File: config.mk
export PLATFORM = sky130hd
export DESIGN_NAME = simt_mask_stack
export DESIGN_NICKNAME = d
export VERILOG_FILES = /design/src/rtl/simt_mask_stack.sv
export SDC_FILE = /design/constraint.sdc
export NUM_CORES = 1
export LEC_CHECK = 0
export CORE_ASPECT_RATIO = 1.25
export CORE_MARGIN = 2
export CORE_UTILIZATION = 70
export CTS_BUF_LIST = sky130_fd_sc_hd__clkbuf_8
export CTS_CLUSTER_DIAMETER = 120
export DETAILED_ROUTE_END_ITERATION = 7
export DONT_BUFFER_PORTS = 1
export PLACE_DENSITY_LB_ADDON = 0.12
export SLEW_MARGIN = 20
export SYNTH_ARGS = -nofsm -noshare
export SYNTH_HDL_FRONTEND = slang
export SYNTH_SLANG_ARGS = --single-unit
File: constraint.sdc
create_clock -name clk -period 10.9 [get_ports clk]
set_clock_uncertainty 0.15 [all_clocks]
set_input_delay 0.545 -clock clk [delete_from_list [all_inputs] [get_ports clk]]
set_output_delay 0.545 -clock clk [all_outputs]
set_load 0.05 [all_outputs]
File: src/rtl/simt_mask_stack.sv
module simt_mask_stack #(
  parameter int LANES = 32,
  parameter int DEPTH = 4
) (
  input  logic             clk,
  input  logic             rst_n,
  input  logic             br_valid,
  input  logic [LANES-1:0] br_cond,
  input  logic             path_end,
  input  logic             reconv,
  output logic [LANES-1:0] active_mask,
  output logic             ovf_err,
  output logic             udf_err
);
  localparam int SW = $clog2(DEPTH + 1);
  localparam int IW = (DEPTH > 1) ? $clog2(DEPTH) : 1;

  logic [LANES-1:0] saved_q [DEPTH];
  logic [LANES-1:0] pend_q  [DEPTH];
  logic [DEPTH-1:0] in_else_q;
  logic [SW-1:0]    sp_q;
  logic [IW-1:0]    wr_idx, rd_idx;
  logic [LANES-1:0] take_m, skip_m;
  logic             full, empty;

  assign full   = (sp_q == SW'(DEPTH));
  assign empty  = (sp_q == '0);
  assign wr_idx = IW'(sp_q);
  assign rd_idx = IW'(sp_q - 1'b1);
  assign take_m = active_mask & br_cond;
  assign skip_m = active_mask & ~br_cond;

  always_ff @(posedge clk or negedge rst_n) begin
    if (!rst_n) begin
      active_mask <= '1;
      sp_q        <= '0;
      in_else_q   <= '0;
      ovf_err     <= 1'b0;
      udf_err     <= 1'b0;
      for (int i = 0; i < DEPTH; i++) begin
        saved_q[i] <= '0;
        pend_q[i]  <= '0;
      end
    end else if (reconv) begin
      if (empty) udf_err <= 1'b1;
      else begin
        active_mask <= saved_q[rd_idx];
        sp_q        <= sp_q - 1'b1;
      end
    end else if (path_end) begin
      if (!empty && !in_else_q[rd_idx]) begin
        in_else_q[rd_idx] <= 1'b1;
        if (pend_q[rd_idx] != '0) active_mask <= pend_q[rd_idx];
      end
    end else if (br_valid) begin
      if (full) ovf_err <= 1'b1;
      else begin
        saved_q[wr_idx]   <= active_mask;
        pend_q[wr_idx]    <= skip_m;
        in_else_q[wr_idx] <= (take_m == '0);
        active_mask       <= (take_m != '0) ? take_m : skip_m;
        sp_q              <= sp_q + 1'b1;
      end
    end
  end


  branch_subset_chk: assert property (@(posedge clk) disable iff (!rst_n)
    br_valid && !path_end && !reconv && !full |=> (active_mask & ~$past(active_mask)) == '0);

  path_swap_disjoint_chk: assert property (@(posedge clk) disable iff (!rst_n)
    path_end && !reconv && (active_mask != '0) |=>
      (active_mask == $past(active_mask)) || ((active_mask & $past(active_mask)) == '0));

  empty_all_ones_chk: assert property (@(posedge clk) disable iff (!rst_n)
    empty |-> active_mask == '1);

  no_overflow_chk: assert property (@(posedge clk) disable iff (!rst_n)
    br_valid && !path_end && !reconv && full |=> ovf_err && $stable(active_mask));

  no_underflow_chk: assert property (@(posedge clk) disable iff (!rst_n)
    reconv && empty |=> udf_err && $stable(active_mask));

  ovf_sticky_chk: assert property (@(posedge clk) disable iff (!rst_n)
    ovf_err |=> ovf_err);

  depth_bound_chk: assert property (@(posedge clk) disable iff (!rst_n)
    sp_q <= SW'(DEPTH));
endmodule

==> reports/metrics.csv <==
metric,value,unit
CTS tree,done,
ANT nets after route,0,
RSZ-0062 raised after global routing,false,
setup TNS,0,ns
worst stage delay on the critical path,0.82,ns
GRT overflow,0,
Comb power frac,24.4,%
Power Dens Cells,179.1,nW/um^2
Worst-path clk slew,0.06,ns
"Max stage delay cell, worst path",dfrtp_4,
cell internal pwr,0.001856,W
drt total wl,36460,um
CP Class,flop to flop,
area grow syn2layout,7.221,%
Final Max Slew Viols,0,
global-route wire length before repair,58500,um
Diodes inserted,0,
# IOs,71,
Post-Syn Area,14430,sq um
Worst Hold Depth,1,
Worst Path Arrival,5.41,ns
Worst Hold Class,input pin to flop,
Async SR Flop Fraction,100.0,%
Final setup violation count,0,
Syn. warnings,0,
final core utilization,76.71,%
WHS,0.03187,ns
Inst Count DP,1528,
core region area,20170,sq um
starting density of the core,71.54,%
vias in the first global route,10497,
share of cells above drive strength 1,15.96,%
crit-path cells,inv_1 -> ha_4 -> buf_4 -> mux4_2 -> nor4_1 -> and4_1 -> nand4_4 -> o221ai_1,
Synth Register Bits,297,
DIE WIDTH,132.4,um
CTS Root Cell,clkbuf_8,
post-synth top area share,45.95,%
part of the power in registers,43.5,%
Worst EP required,11.19,ns
vias per cell,6.487,
maximum VDD drop,164.5,uV
kind of end point of the critical path,flop,
Post-Place Worst Slack,5.891,ns
fin nets,1354,
# DRC,0,
All-Layer GR Usage,34.76,%
most numerous cell in the Yosys netlist,nand2_1,
FILL cells,1393,
gpl congestion,0.8374,
Synth area leader,dfrtp_1,
Post-CTS Resized,0,
initial antenna violation count,0,
final period utilization,46.90,%
Unique masters post-synth,42,
clock share of power,32.1,%
WP buf/inv,2,
min cycle time layout,5.113,ns
average routed wire per standard cell,22.54,um
CTS max path bufs,3,
Net Sw Power,0.0009154,W
top post-synthesis cells by count,"nand2_1 (326), dfrtp_1 (265), o21ai_0 (257)",
multi-input logic area,6471,sq um
total CTS buffers,47,
transition time of the tightest slew-check pin,1.035,ns
pin count of the biggest net entering global routing,298,
Max Freq,195.6,MHz
critical-path maximum fanout,47,
Sink Count,297,
"EDFF count, synth",0,
number of H-tree levels,2,
estimated wirelength of the detail-placed design,22400,um
switching share of power,33.03,%
Mapped Nets,1391,
synthesized netlist cell count,1349,
P_leak,6.602,nW
critical path depth,8,
vias post-DR,10489,
port bufs,0,
slack of the critical path,5.787,ns
Chip Height,164.5,um
Main synth FF type,dfrtp_1,
Slew HR,30.86,%
R2R depth,8,
drt first-iter violations,992,
register area share after synthesis,51.77,%
Final Hold Violating Endpoints,0,
main area contributors after synthesis,"dfrtp_1 (46%), mux4_2 (9.4%), o21ai_0 (8.9%)",
Startpoint Class,flop,
Non-Filler Instances,1617,
Syn Area/Cell,10.70,sq um
later-pin clock latency in the skew report,0.56,ns
"CP delay by family, top",simple AND/OR/NAND/NOR gates,
# Max-Cap Violations,0,
DIE AREA,21790,sq um
status,"complete, no violations",
# rows,58,
Seq. cell area,7476,sq um
drt first pass iters,5,
==> area by class of cell <==
class,count,share of cell area (%)
timing repair buffer,16,1.197
multi-input combinational,916,41.82
sequential,297,48.31
clock buffer,55,4.892
clock inverter,29,0.7762
inverter,34,0.8247
tap,270,2.183
==> metrics by stage <==
stage,area [sq um],power (W)
2_1_floorplan,14430,0.001736
3_3_place_gp,14500,0.001862
3_5_place_dp,14500,0.001870
4_1_cts,15410,0.002769
5_1_grt,15470,0.002869
6_report,15470,0.002771
==> power by group through the flow <==
stage	sequential, W	clock (W)	combinational, W
final	0.00121	0.000889	0.000676
after global routing	0.00121	0.000945	0.000711
after CTS	0.00121	0.000895	0.000668
after detailed placement	0.00123	0	0.000644
after global placement	0.00123	0	0.000636
after floorplan	0.00119	0	0.000551
==> routing by layer <==
| metal | global-route usage, % | up-vias | part of all wire, % | routed length (um) |
|---|---|---|---|---|
| met5 | 0 | - | 0 | 0 |
| met4 | 12.61 | 0 | 3.1 | 1133 |
| met3 | 6.845 | 82 | 7.8 | 2857 |
| met2 | 56.22 | 393 | 49 | 17870 |
| met1 | 47.82 | 5320 | 40 | 14590 |
| li1 | - | 4694 | - | - |
==> worst paths after layout <==
kind / from / end / slack, ns
max: sp_q[0] / active_mask[11] / 5.79
max in group asynchronous: rst_n / sp_q[0] / 8.71
max reg2reg: sp_q[0] / active_mask[11] / 5.79
min reg2reg: pend_q[92] / pend_q[92] / 0.33
min in group asynchronous: rst_n / saved_q[34] / 0.34
min: br_valid / ovf_err / 0.03
==> cells by family (layout without fill, tap and decap cells) <==
kind of cell               after synthesis  count (layout)  synth area share (%)
buffers and inverters                  136             134                 4.057
adders and majority gates                5               5                0.4335
xor gates and xnor gates                 1               1               0.06070
and+or+nand+nor                        424             424                 12.88
DFF                                    297             297                 51.77
AOI/OAI and AO/OA                      356             356                 16.12
muxes                                  130             130                 14.67
==> cell usage in the layout, fill, tap and decap left out, drive strengths merged, types with 6 or more instances in the layout <==
cell type	netlist	final
buf	20	14
o221ai	32	32
nand2b	66	66
dfrtp	265	265
nand2	326	326
clkinv	0	6
o21ai	257	257
nor4	6	6
nor2b	6	6
a22oi	17	17
inv	34	56
dfstp	32	32
mux2i	66	66
clkbuf	82	55
mux4	64	64
a22o	39	39
nand3	7	7
==> sequential cells by signal (all words and copies together) (netlist names) <==
| name | cells |
|---|---|
| pend_q | 128 |
| saved_q | 128 |
| active_mask | 32 |
| in_else_q | 4 |
| sp_q | 3 |
| ovf_err | 1 |
| udf_err | 1 |
==> timing repair <==
item                      in CTS  in global routing
hold buffers                   2                  1
hold endpoints to repair     298                 14
setup buffers                  0                  0
==> worst reg2reg max path: cells and delay by family (launching register included) <==
family          cells  cell delay, ns
compound gates      1            0.51
fa+ha+maj           1            0.58
buf+inv             2            0.97
flops               1            0.82
mux                 1            0.44
simple gates        3            1.54
No activity file was read; power rests on OpenSTA's default activity.
